File: src/rtl/sstk_pkg.sv
package sstk_pkg;

  typedef enum logic [2:0] {
    K_ILLEGAL,
    K_ZERO,
    K_RDP,
    K_PUSH,
    K_POP,
    K_SWAPW,
    K_SWAPD
  } kind_e;

  localparam logic [5:0] CAUSE_ILLEGAL   = 6'd2;
  localparam logic [5:0] CAUSE_ST_ACCESS = 6'd7;
  localparam logic [5:0] CAUSE_SW_CHECK  = 6'd18;
  localparam int unsigned SS_FAULT_CODE  = 3;

  // address of the slot a push writes
  function automatic logic [63:0] ss_push_addr(input logic [63:0] ptr, input int unsigned nbytes);
    return ptr - 64'(nbytes);
  endfunction

  // pointer after a successful pop
  function automatic logic [63:0] ss_pop_addr(input logic [63:0] ptr, input int unsigned nbytes);
    return ptr + 64'(nbytes);
  endfunction

  // natural alignment test for a size code (log2 bytes)
  function automatic logic ss_aligned(input logic [63:0] addr, input logic [1:0] size_log2);
    logic [3:0] m;
    m = (4'd1 << size_log2) - 4'd1;
    return (addr[2:0] & m[2:0]) == 3'd0;
  endfunction

  function automatic logic [63:0] sext_word(input logic [63:0] v);
    return {{32{v[31]}}, v[31:0]};
  endfunction

endpackage

File: src/rtl/sstk_decode.sv
module sstk_decode
  import sstk_pkg::*;
#(
  parameter int XLEN = 64
) (
  input  logic [31:0] instr,
  input  logic        sse_en,
  output kind_e       kind,
  output logic [4:0]  rd_idx
);

  localparam bit HAS_DWORD = (XLEN == 64);

  logic        is_comp;
  logic [15:0] ci;
  logic [4:0]  f_rd, f_rs1, f_rs2;
  logic        c_mop, mop_r, mop_rr, r28, rr7, swap_w, swap_d;

  assign is_comp = (instr[1:0] != 2'b11);
  assign ci      = instr[15:0];
  assign f_rd    = instr[11:7];
  assign f_rs1   = instr[19:15];
  assign f_rs2   = instr[24:20];

  assign c_mop  = is_comp && ((ci & 16'hF8FF) == 16'h6081);
  assign mop_r  = !is_comp && ((instr & 32'hB3C0707F) == 32'h81C04073);
  assign mop_rr = !is_comp && ((instr & 32'hB200707F) == 32'h82004073);
  assign r28    = (instr & 32'hFFF0707F) == 32'hCDC04073;
  assign rr7    = (instr & 32'hFE00707F) == 32'hCE004073;
  assign swap_w = !is_comp && ((instr & 32'hF800707F) == 32'h4800202F);
  assign swap_d = !is_comp && ((instr & 32'hF800707F) == 32'h4800302F);

  always_comb begin
    kind   = K_ILLEGAL;
    rd_idx = 5'd0;
    if (c_mop) begin
      if (sse_en && ci == 16'h6081)      kind = K_PUSH;
      else if (sse_en && ci == 16'h6281) kind = K_POP;
      else                               kind = K_ZERO;
    end else if (mop_r) begin
      rd_idx = f_rd;
      kind   = K_ZERO;
      if (sse_en && r28) begin
        if (f_rd == 5'd0 && (f_rs1 == 5'd1 || f_rs1 == 5'd5)) begin
          kind   = K_POP;
          rd_idx = 5'd0;
        end else if (f_rs1 == 5'd0 && f_rd != 5'd0) begin
          kind = K_RDP;
        end
      end
    end else if (mop_rr) begin
      rd_idx = f_rd;
      kind   = K_ZERO;
      if (sse_en && rr7 && f_rd == 5'd0 && f_rs1 == 5'd0 &&
          (f_rs2 == 5'd1 || f_rs2 == 5'd5)) begin
        kind = K_PUSH;
      end
    end else if (swap_w) begin
      rd_idx = f_rd;
      kind   = sse_en ? K_SWAPW : K_ILLEGAL;
    end else if (swap_d && HAS_DWORD) begin
      rd_idx = f_rd;
      kind   = sse_en ? K_SWAPD : K_ILLEGAL;
    end
  end

endmodule

File: src/rtl/sstk_ptr_reg.sv
module sstk_ptr_reg #(
  parameter int               XLEN      = 64,
  parameter logic [XLEN-1:0]  SSP_RESET = '0
) (
  input  logic            clk,
  input  logic            rst_n,
  input  logic            wr_en,
  input  logic [XLEN-1:0] wr_data,
  input  logic            commit_en,
  input  logic [XLEN-1:0] commit_data,
  output logic [XLEN-1:0] ssp
);

  always_ff @(posedge clk or negedge rst_n) begin
    if (!rst_n)         ssp <= SSP_RESET;
    else if (commit_en) ssp <= commit_data;
    else if (wr_en)     ssp <= wr_data;
  end

endmodule

File: src/rtl/sstk_ctrl.sv
module sstk_ctrl
  import sstk_pkg::*;
#(
  parameter int XLEN = 64
) (
  input  logic            clk,
  input  logic            rst_n,
  input  logic            issue_valid,
  input  kind_e           kind,
  input  logic [4:0]      rd_idx,
  input  logic [31:0]     instr,
  input  logic [XLEN-1:0] rs1_data,
  input  logic [XLEN-1:0] rs2_data,
  input  logic [XLEN-1:0] ssp,
  input  logic            mem_rsp_valid,
  input  logic            mem_rsp_err,
  input  logic [XLEN-1:0] mem_rsp_rdata,
  output logic            busy,
  output logic            mem_req_valid,
  output logic            mem_req_write,
  output logic            mem_req_swap,
  output logic [1:0]      mem_req_size,
  output logic [XLEN-1:0] mem_req_addr,
  output logic [XLEN-1:0] mem_req_wdata,
  output logic            done_valid,
  output logic            done_rd_we,
  output logic [4:0]      done_rd_idx,
  output logic [XLEN-1:0] done_rd_data,
  output logic            done_exc,
  output logic [5:0]      done_cause,
  output logic [XLEN-1:0] done_tval,
  output logic            commit_en,
  output logic [XLEN-1:0] commit_data,
  output logic            misalign_evt,
  output logic            mismatch_evt
);

  localparam int unsigned NB      = XLEN / 8;
  localparam logic [1:0]  PTR_SZ  = 2'($clog2(NB));

  typedef enum logic {S_IDLE, S_WAIT} state_e;

  state_e          state;
  kind_e           ctx_kind;
  logic [4:0]      ctx_rd;
  logic [XLEN-1:0] ctx_link;

  logic            accept, is_mem, aligned, rsp_take, link_match;
  logic [1:0]      acc_size;
  logic [63:0]     acc_addr64, ssp64;
  logic [XLEN-1:0] acc_addr;
  logic [63:0]     swap_res64;

  assign busy   = (state == S_WAIT);
  assign accept = issue_valid && (state == S_IDLE);
  assign ssp64  = 64'(ssp);
  assign is_mem = (kind == K_PUSH) || (kind == K_POP) ||
                  (kind == K_SWAPW) || (kind == K_SWAPD);

  always_comb begin
    acc_size   = PTR_SZ;
    acc_addr64 = ssp64;
    case (kind)
      K_PUSH:  acc_addr64 = ss_push_addr(ssp64, NB);
      K_SWAPW: begin acc_addr64 = 64'(rs1_data); acc_size = 2'd2; end
      K_SWAPD: begin acc_addr64 = 64'(rs1_data); acc_size = 2'd3; end
      default: ;
    endcase
  end

  assign acc_addr     = acc_addr64[XLEN-1:0];
  assign aligned      = ss_aligned(acc_addr64, acc_size);
  assign misalign_evt = accept && is_mem && !aligned;

  assign rsp_take     = busy && mem_rsp_valid;
  assign link_match   = (mem_rsp_rdata == ctx_link);
  assign mismatch_evt = rsp_take && !mem_rsp_err && (ctx_kind == K_POP) && !link_match;
  assign commit_en    = rsp_take && !mem_rsp_err &&
                        ((ctx_kind == K_PUSH) || ((ctx_kind == K_POP) && link_match));
  assign commit_data  = (ctx_kind == K_PUSH) ? mem_req_addr
                        : ss_pop_addr(64'(mem_req_addr), NB)[XLEN-1:0];
  assign swap_res64   = (ctx_kind == K_SWAPW) ? sext_word(64'(mem_rsp_rdata))
                                              : 64'(mem_rsp_rdata);

  always_ff @(posedge clk or negedge rst_n) begin
    if (!rst_n) begin
      state         <= S_IDLE;
      ctx_kind      <= K_ZERO;
      ctx_rd        <= '0;
      ctx_link      <= '0;
      mem_req_valid <= 1'b0;
      mem_req_write <= 1'b0;
      mem_req_swap  <= 1'b0;
      mem_req_size  <= '0;
      mem_req_addr  <= '0;
      mem_req_wdata <= '0;
      done_valid    <= 1'b0;
      done_rd_we    <= 1'b0;
      done_rd_idx   <= '0;
      done_rd_data  <= '0;
      done_exc      <= 1'b0;
      done_cause    <= '0;
      done_tval     <= '0;
    end else begin
      done_valid    <= 1'b0;
      mem_req_valid <= 1'b0;
      if (accept) begin
        if (is_mem && aligned) begin
          state         <= S_WAIT;
          ctx_kind      <= kind;
          ctx_rd        <= rd_idx;
          ctx_link      <= rs1_data;
          mem_req_valid <= 1'b1;
          mem_req_write <= (kind != K_POP);
          mem_req_swap  <= (kind == K_SWAPW) || (kind == K_SWAPD);
          mem_req_size  <= acc_size;
          mem_req_addr  <= acc_addr;
          mem_req_wdata <= rs2_data;
        end else begin
          done_valid   <= 1'b1;
          done_rd_idx  <= rd_idx;
          done_rd_we   <= 1'b0;
          done_rd_data <= '0;
          done_exc     <= 1'b0;
          done_cause   <= '0;
          done_tval    <= '0;
          if (is_mem) begin
            done_exc   <= 1'b1;
            done_cause <= CAUSE_ST_ACCESS;
            done_tval  <= acc_addr;
          end else if (kind == K_ILLEGAL) begin
            done_exc   <= 1'b1;
            done_cause <= CAUSE_ILLEGAL;
            done_tval  <= XLEN'(instr);
          end else if (kind == K_RDP) begin
            done_rd_we   <= 1'b1;
            done_rd_data <= ssp;
          end else begin
            done_rd_we <= (rd_idx != 5'd0);
          end
        end
      end else if (rsp_take) begin
        state        <= S_IDLE;
        done_valid   <= 1'b1;
        done_rd_idx  <= ctx_rd;
        done_rd_we   <= 1'b0;
        done_rd_data <= '0;
        done_exc     <= 1'b0;
        done_cause   <= '0;
        done_tval    <= '0;
        if (mem_rsp_err) begin
          done_exc   <= 1'b1;
          done_cause <= CAUSE_ST_ACCESS;
          done_tval  <= mem_req_addr;
        end else if (mismatch_evt) begin
          done_exc   <= 1'b1;
          done_cause <= CAUSE_SW_CHECK;
          done_tval  <= XLEN'(SS_FAULT_CODE);
        end else if ((ctx_kind == K_SWAPW) || (ctx_kind == K_SWAPD)) begin
          done_rd_we   <= (ctx_rd != 5'd0);
          done_rd_data <= swap_res64[XLEN-1:0];
        end
      end
    end
  end

endmodule

File: src/rtl/sstk_exec_unit.sv
module sstk_exec_unit
  import sstk_pkg::*;
#(
  parameter int              XLEN      = 64,
  parameter logic [XLEN-1:0] SSP_RESET = '0
) (
  input  logic            clk,
  input  logic            rst_n,
  input  logic            sse_en,
  input  logic            issue_valid,
  input  logic [31:0]     issue_instr,
  input  logic [XLEN-1:0] rs1_data,
  input  logic [XLEN-1:0] rs2_data,
  output logic            busy,
  input  logic            ssp_wr_en,
  input  logic [XLEN-1:0] ssp_wr_data,
  output logic [XLEN-1:0] ssp_value,
  output logic            mem_req_valid,
  output logic            mem_req_write,
  output logic            mem_req_swap,
  output logic [1:0]      mem_req_size,
  output logic            mem_req_ss_tag,
  output logic [XLEN-1:0] mem_req_addr,
  output logic [XLEN-1:0] mem_req_wdata,
  input  logic            mem_rsp_valid,
  input  logic            mem_rsp_err,
  input  logic [XLEN-1:0] mem_rsp_rdata,
  output logic            done_valid,
  output logic            done_rd_we,
  output logic [4:0]      done_rd_idx,
  output logic [XLEN-1:0] done_rd_data,
  output logic            done_exc,
  output logic [5:0]      done_cause,
  output logic [XLEN-1:0] done_tval
);

  kind_e           dec_kind;
  logic [4:0]      dec_rd;
  logic            commit_en;
  logic [XLEN-1:0] commit_data;
  logic            misalign_evt;
  logic            mismatch_evt;
  logic            ptr_wr_ok;

  assign ptr_wr_ok      = ssp_wr_en && !busy;
  assign mem_req_ss_tag = mem_req_valid;

  sstk_decode #(.XLEN(XLEN)) dec_i (
    .instr  (issue_instr),
    .sse_en (sse_en),
    .kind   (dec_kind),
    .rd_idx (dec_rd)
  );

  sstk_ptr_reg #(.XLEN(XLEN), .SSP_RESET(SSP_RESET)) ptr_i (
    .clk         (clk),
    .rst_n       (rst_n),
    .wr_en       (ptr_wr_ok),
    .wr_data     (ssp_wr_data),
    .commit_en   (commit_en),
    .commit_data (commit_data),
    .ssp         (ssp_value)
  );

  sstk_ctrl #(.XLEN(XLEN)) ctrl_i (
    .clk           (clk),
    .rst_n         (rst_n),
    .issue_valid   (issue_valid),
    .kind          (dec_kind),
    .rd_idx        (dec_rd),
    .instr         (issue_instr),
    .rs1_data      (rs1_data),
    .rs2_data      (rs2_data),
    .ssp           (ssp_value),
    .mem_rsp_valid (mem_rsp_valid),
    .mem_rsp_err   (mem_rsp_err),
    .mem_rsp_rdata (mem_rsp_rdata),
    .busy          (busy),
    .mem_req_valid (mem_req_valid),
    .mem_req_write (mem_req_write),
    .mem_req_swap  (mem_req_swap),
    .mem_req_size  (mem_req_size),
    .mem_req_addr  (mem_req_addr),
    .mem_req_wdata (mem_req_wdata),
    .done_valid    (done_valid),
    .done_rd_we    (done_rd_we),
    .done_rd_idx   (done_rd_idx),
    .done_rd_data  (done_rd_data),
    .done_exc      (done_exc),
    .done_cause    (done_cause),
    .done_tval     (done_tval),
    .commit_en     (commit_en),
    .commit_data   (commit_data),
    .misalign_evt  (misalign_evt),
    .mismatch_evt  (mismatch_evt)
  );

endmodule

File: config.mk
export PLATFORM = sky130hd
export DESIGN_NAME = sstk_exec_unit
export DESIGN_NICKNAME = d
export VERILOG_FILES = /design/src/rtl/sstk_pkg.sv /design/src/rtl/sstk_decode.sv /design/src/rtl/sstk_ptr_reg.sv /design/src/rtl/sstk_ctrl.sv /design/src/rtl/sstk_exec_unit.sv
export SDC_FILE = /design/constraint.sdc
export NUM_CORES = 1
export LEC_CHECK = 0
export BUFFER_PORTS_ARGS = -buffer_cell sky130_fd_sc_hd__clkbuf_2
export CAP_MARGIN = 0
export CORE_AREA = 2 2 246 248
export DETAILED_ROUTE_END_ITERATION = 10
export DIE_AREA = 0 0 248 250
export PLACE_DENSITY_LB_ADDON = 0.15
export SETUP_SLACK_MARGIN = 0.02
export SKIP_LAST_GASP = 1
export SYNTH_ARGS = -nofsm -noshare
export SYNTH_HDL_FRONTEND = slang
export SYNTH_SLANG_ARGS = --single-unit
File: constraint.sdc
create_clock -name clk -period 8.9 [get_ports clk]
set_input_delay 1.78 -clock clk [delete_from_list [all_inputs] [get_ports clk]]
set_output_delay 1.78 -clock clk [all_outputs]
set_load 0.01 [all_outputs]
==> impl_metrics.toml, run 1 <==
[synthesis]
synthTopCellsByArea = "dfrtp_1 45%, mux2_2 5.9%, o21ai_0 5.2%"
synth_edf_count = 0
yosysWarningCount = 0
synth-seq-cells = 408
seq_area_frac_synth = 0.450
yosysTopAreaCell = "dfrtp_1"
postSynthCellCount = 2406
ys.flop_type = "dfrtp_1"
ys_types = 83
yosys-top-cells-count = "407 x dfrtp_1, 237 x o21ai_0, 205 x nand2_1"
synth_async_sr_flop_share = 1.00
synth_area_um2 = 22700
yosys.area.top_type_share = 0.449
avgSynthCellArea_um2 = 9.42
yosysMostFrequentCell = "dfrtp_1"

[power_and_ir_drop]
power.density_nw_per_um2 = 173
vdd_drop_max_mv = 0.122
p_leak_uw = 0.0134
power_uw = 4890

[place]
dpl.cell_count = 3681
dp_hpwl_um = 89400
io_buffers = 633
dpl-instance-area_um2 = 26500
routabilityCongestion = 0.974

[global_route]
grt_pass1_vias = 22700
overflow = 0
grt_first_pass_wirelength_um = 169000
antenna_found_initial = 13
grtUsageTotal = 0.380
grt_max_degree = 161

[sta]
tightest_slew_ps = 1280
whs_ps = 466
rsz0062_at_grt = "no"
skew_ps = 22.8
slew_headroom = 0.148
drv_slew = 0
period_share = 0.650
setup_viol = 0
fin_tns_setup_ps = 0
finalCriticalPeriod_ps = 5790
fmax_mhz = 173
final_hold_viol_count = 0

[setup_path]
critPathArrivalTime_ps = 6220
r2r_cells = 9
regToRegSetupSlack_ps = 4570
end_kind = "flip-flop"
cp_max_fo = 52
cp.required_ps = 9330
start_kind = "primary input"
path_class = "in2reg"
r2r-start = "ctrl_i.mem_req_addr[3]"
reg2reg_to = "ptr_i.ssp[55]"

[clock_tree]
cts.sinks = 408
clock_latency_ps = 610
h-tree-depth = 2
cts_max_path_buffers = 3
cts_resized = 0
clk_pin_slew_ps = 60
cts_root_buf = "clkbuf_16"
cts_tree = "done"
numCtsBuffers = 51
post-cts-setup-buffers = 0
hold_buffers = 0

[drt]
post_drt_via_cell_ratio = 6.27
detail_route.wl_per_cell_um = 32.0
post-route-drc-count = 0
dr_total_vias = 23700
drt-initial-drc-count = 2997
wirelength_um = 121000
antenna_left = 0
firstDrtPassIters = 5

[cells_and_area]
nets = 3249
stdcell_count = 3778
syn_to_final_growth_pct = 24.6
drive_above_1_share = 0.312
final_cell_area_um2 = 28200

[job]
cap_viol_max_count = 0

[floorplanning]
die_h_um = 250
core_um2 = 59600
die_width_um = 248
ios = 636
die_area_um2 = 62000
start_util = 0.381
row_count = 90

[status]
outcome = "finished, final reports clean"

[hold_path]
hp-class = "reg2reg"
hold_path_end = "ctrl_i.mem_req_size[1]"
hold_start = "ctrl_i.mem_req_size[1]"
min_path_cells = 1
[how the worst max path moves through the flow]
stage / start / to / slack [ps] / cells after the start
after global placement: sse_en / ctrl_i.mem_req_wdata[0] / 2720 / 9
after global routing: issue_instr[4] / ctrl_i.done_tval[14] / 2860 / 11
after detailed placement: sse_en / ctrl_i.done_tval[4] / 2590 / 11
after floorplan: issue_instr[21] / ctrl_i.mem_req_wdata[51] / 4430 / 10
after CTS: sse_en / ctrl_i.done_tval[17] / 3240 / 11
final: sse_en / ctrl_i.done_tval[17] / 3110 / 11
[area by class of cell]
type | instances | area, um2
well taps | 782 | 978
inverters | 19 | 73.8
flip-flops and latches | 408 | 10200
fillers | 5860 | 31300
repair buffers | 678 | 3540
multi-input cells | 1794 | 11700
clock inverters | 19 | 240
diodes | 4 | 10.0
clock buffers | 74 | 1530
[per-layer routing]
layer  global-route usage  share of wire
met5                    0        0.00079
met4                0.121          0.036
met3                0.116           0.12
met2                0.574           0.44
met1                0.518           0.40
[cell families after synthesis]
family / after synthesis / synth area share
and+or+nand+nor: 783 / 0.181
AOI/OAI and AO/OA: 698 / 0.189
DFF: 408 / 0.450
buffers and inverters: 205 / 0.0398
muxes: 171 / 0.0851
xor gates and xnor gates: 138 / 0.0533
adders and majority gates: 2 / 0.00110
other: 1 / 0.000165
[where the power goes]
part           internal [uW]  switching [uW]  total [uW]  leakage (uW)
Sequential              1930             143        2070       0.00544
Clock                   1340             877        2210      0.000878
Combinational            206             406         612       0.00708
Total                   3470            1430        4890        0.0134
[critical path, cell delays in order]
cell and delay (ps):
clkbuf_2 500, and4bb_2 360, and4_1 660, nand2b_1 170
o2111a_2 270, a21oi_4 270, o211a_4 700, nor2_2 130
inv_4 480, buf_4 680, a31oi_1 170
[sequential cells by signal (all words and copies together) (netlist names), 5 cells and up]
name,flops
ptr_i.ssp,64
ctrl_i.ctx_rd,5
ctrl_i.mem_req_addr,64
ctrl_i.done_tval,64
ctrl_i.done_rd_data,64
ctrl_i.ctx_link,64
ctrl_i.mem_req_wdata,64
ctrl_i.done_rd_idx,5
[through the flow]
step | setup WS (ps) | utilization
after CTS | 3240 | 0.474
final | 3110 | 0.474
after global routing | 2860 | 0.474
after global placement | 2720 | 0.444
after detailed placement | 2590 | 0.444
after floorplan | 4430 | -
[placed cells by master, fill, tap and decap left out, drive strengths merged, types with 14 or more instances in the layout]
| cell | instances |
|---|---|
| mux2i | 33 |
| xnor2 | 39 |
| dfrtp | 407 |
| mux2 | 138 |
| inv | 20 |
| nand4 | 45 |
| a31oi | 68 |
| o211ai | 14 |
| a22oi | 61 |
| and3 | 38 |
| or4 | 16 |
| and2 | 30 |
| nor2b | 27 |
| nor4 | 49 |
| nand3 | 93 |
| xor2 | 99 |
| nor3 | 123 |
| a211oi | 32 |
| o31ai | 25 |
| or3 | 14 |
| nor2 | 84 |
| buf | 46 |
| a21oi | 163 |
| clkbuf | 706 |
| o21ai | 239 |
| nand2 | 205 |
(Power assumes the default switching activity.)
==> run 2, diff against run 1 <==
ABC_AREA = 1   (was not set)
CORE_AREA = 2 2 245 247   (was 2 2 246 248)
DIE_AREA = 0 0 247 249   (was 0 0 248 250)
clock period = 5.7 ns   (was 8.9 ns; I/O delays follow)
==> impl_metrics.toml, run 2 <==
[setup_path]
r2r-start = "ctrl_i.mem_req_addr[3]"
critPathArrivalTime_ps = 4560
cp_max_fo = 59
worstSetupEndpoint = "ctrl_i.done_tval[47]"
reg2reg_to = "ptr_i.ssp[55]"
regToRegSetupSlack_ps = 2310
path_class = "in2reg"
crit_start = "issue_instr[28]"
start_kind = "primary input"
end_kind = "flip-flop"
cp.required_ps = 6200
r2r_cells = 12

[cells_and_area]
final_cell_area_um2 = 30300
drive_above_1_share = 0.190
final_common_cell = "nand2_1"
final_cell_mix = "1500 x nand2_1, 632 x clkbuf_2, 407 x dfrtp_1"
nets = 4526
syn_to_final_growth_pct = 21.7
final_util = 0.517
stdcell_count = 5046

[drt]
dr_total_vias = 27500
wirelength_um = 118000
firstDrtPassIters = 6
post-route-drc-count = 0
post_drt_via_cell_ratio = 5.45
antenna_left = 0
detail_route.wl_per_cell_um = 23.4
drt-initial-drc-count = 3145

[synthesis]
yosysMostFrequentCell = "nand2_1"
seq_area_frac_synth = 0.410
synth_async_sr_flop_share = 1.00
synth_edf_count = 0
yosysWarningCount = 0
postSynthCellCount = 3690
yosys.area.top_type_share = 0.409
yosysTopAreaCell = "dfrtp_1"
ys.flop_type = "dfrtp_1"
ys_types = 45
synth_area_um2 = 24900
synth-seq-cells = 408
synthTopCellsByArea = "dfrtp_1 41%, nand2_1 23%, nand3_1 7.4%"
avgSynthCellArea_um2 = 6.76
yosys-top-cells-count = "1505 x nand2_1, 407 x dfrtp_1, 367 x nand3_1"

[job]
cap_viol_max_count = 0

[sta]
final_hold_viol_count = 0
period_share = 0.714
finalCriticalPeriod_ps = 4070
tightest_slew_ps = 1160
fmax_mhz = 246
slew_headroom = 0.223
fin_tns_setup_ps = 0
setup_viol = 0
skew_ps = 31.6
whs_ps = 467
drv_slew = 0
rsz0062_at_grt = "no"

[floorplanning]
die_area_um2 = 61500
die_h_um = 249
start_util = 0.425
core_um2 = 58700
row_count = 89
die_width_um = 247
ios = 636

[clock_tree]
h-tree-depth = 2
post-cts-setup-buffers = 0
cts_resized = 0
cts.sinks = 408
numCtsBuffers = 48
hold_buffers = 0
cts_tree = "done"
clock_latency_ps = 610
cts_root_buf = "clkbuf_16"
cts_max_path_buffers = 3
clk_pin_slew_ps = 70

[power_and_ir_drop]
combPwrFrac = 0.131
vdd_drop_max_mv = 0.183
power.density_nw_per_um2 = 241
p_sw_frac = 0.298
p_leak_uw = 0.0170
p_seq_frac = 0.433
internal_power_uw = 5120
clock_power_share = 0.436
p_switching_uw = 2180

[hold_path]
min_path_cells = 1
hp-class = "reg2reg"

[place]
dpl-instance-area_um2 = 28700
routabilityCongestion = 0.989
dp_hpwl_um = 90700
io_buffers = 633
dpl.cell_count = 4952

[global_route]
grt_max_degree = 138
grtUsageTotal = 0.375
grt_pass1_vias = 25300
grt_first_pass_wirelength_um = 171000
antenna_found_initial = 4
overflow = 0

[status]
outcome = "finished, final reports clean"
## run 2: cell types whose count changed after synthesis, sizes merged, moves of 48 or more
cell	delta
mux2	-138
a31oi	-68
a22oi	-61
nor3	-57
nand3	+276
o21ai	-49
nor2	+232
a21oi	-64
inv	+234
buf	+48
nand2	+1302
## run 2: final cells by class
cell class,instances,area [um2]
fillers,6135,28400
diodes,4,10.0
well taps,773,967
multi-input cells,2837,12900
clock buffers,64,1400
flip-flops and latches,408,10200
inverters,255,957
clock inverters,26,216
repair buffers,679,3670
## run 2: layer usage
metal | wire, um | up-vias | track usage
li1 | - | 12800 | -
met1 | 51400 | 13000 | 0.550
met2 | 50800 | 1523 | 0.552
met3 | 11700 | 187 | 0.0734
met4 | 4180 | 0 | 0.119
met5 | 0 | - | 0
## run 2: cell families after synthesis
family | Yosys count | share of synthesized area
buffers and inverters | 446 | 0.0761
XOR/XNOR | 159 | 0.0559
other | 1 | 0.000150
AND/OR/NAND/NOR | 2358 | 0.390
flip-flops | 408 | 0.410
AO/OA/AOI/OAI | 316 | 0.0671
adder cells (fa/ha/maj) | 2 | 0.00100
## run 2: worst min-delay path by stage
stage / startpoint / to / slack, ps
6_report: ctrl_i.mem_req_size[1] / ctrl_i.mem_req_size[1] / 470
5_1_grt: ctrl_i.mem_req_wdata[18] / ctrl_i.mem_req_wdata[18] / 480
4_1_cts: ctrl_i.mem_req_size[1] / ctrl_i.mem_req_size[1] / 470
3_5_place_dp: ctrl_i.mem_req_size[1] / ctrl_i.mem_req_size[1] / 460
3_3_place_gp: ctrl_i.mem_req_size[1] / ctrl_i.mem_req_size[1] / 450
2_1_floorplan: ctrl_i.ctx_link[1] / ctrl_i.ctx_link[1] / 460
## run 2: worst max-delay path, cell delays in order
cell      delay, ps
clkbuf_2        100
nor2_2          310
nand2_1         140
nor2_2          260
nand3_1         210
nand2_2         230
inv_2            80
nand2_1          60
nand2_1         170
a211oi_2        430
nand2_1         240
nand2_4         140
nand2_4         380
buf_12          370
nand2_1         130
nand2_1          70
## run 2: power by group through the flow
stage	clock network, uW	logic, uW	registers [uW]
after floorplan	0	381	3170
after global placement	0	933	3200
after detailed placement	0	935	3200
after CTS	3210	938	3150
after global routing	3330	1030	3160
final	3180	954	3160
## run 2: stage by stage
stage | total power [uW] | setup slack, ps
finish | 7290 | 1630
global route | 7520 | 1410
CTS | 7300 | 1770
detailed placement | 4140 | 1160
global placement | 4140 | 1180
floorplan | 3550 | 2640
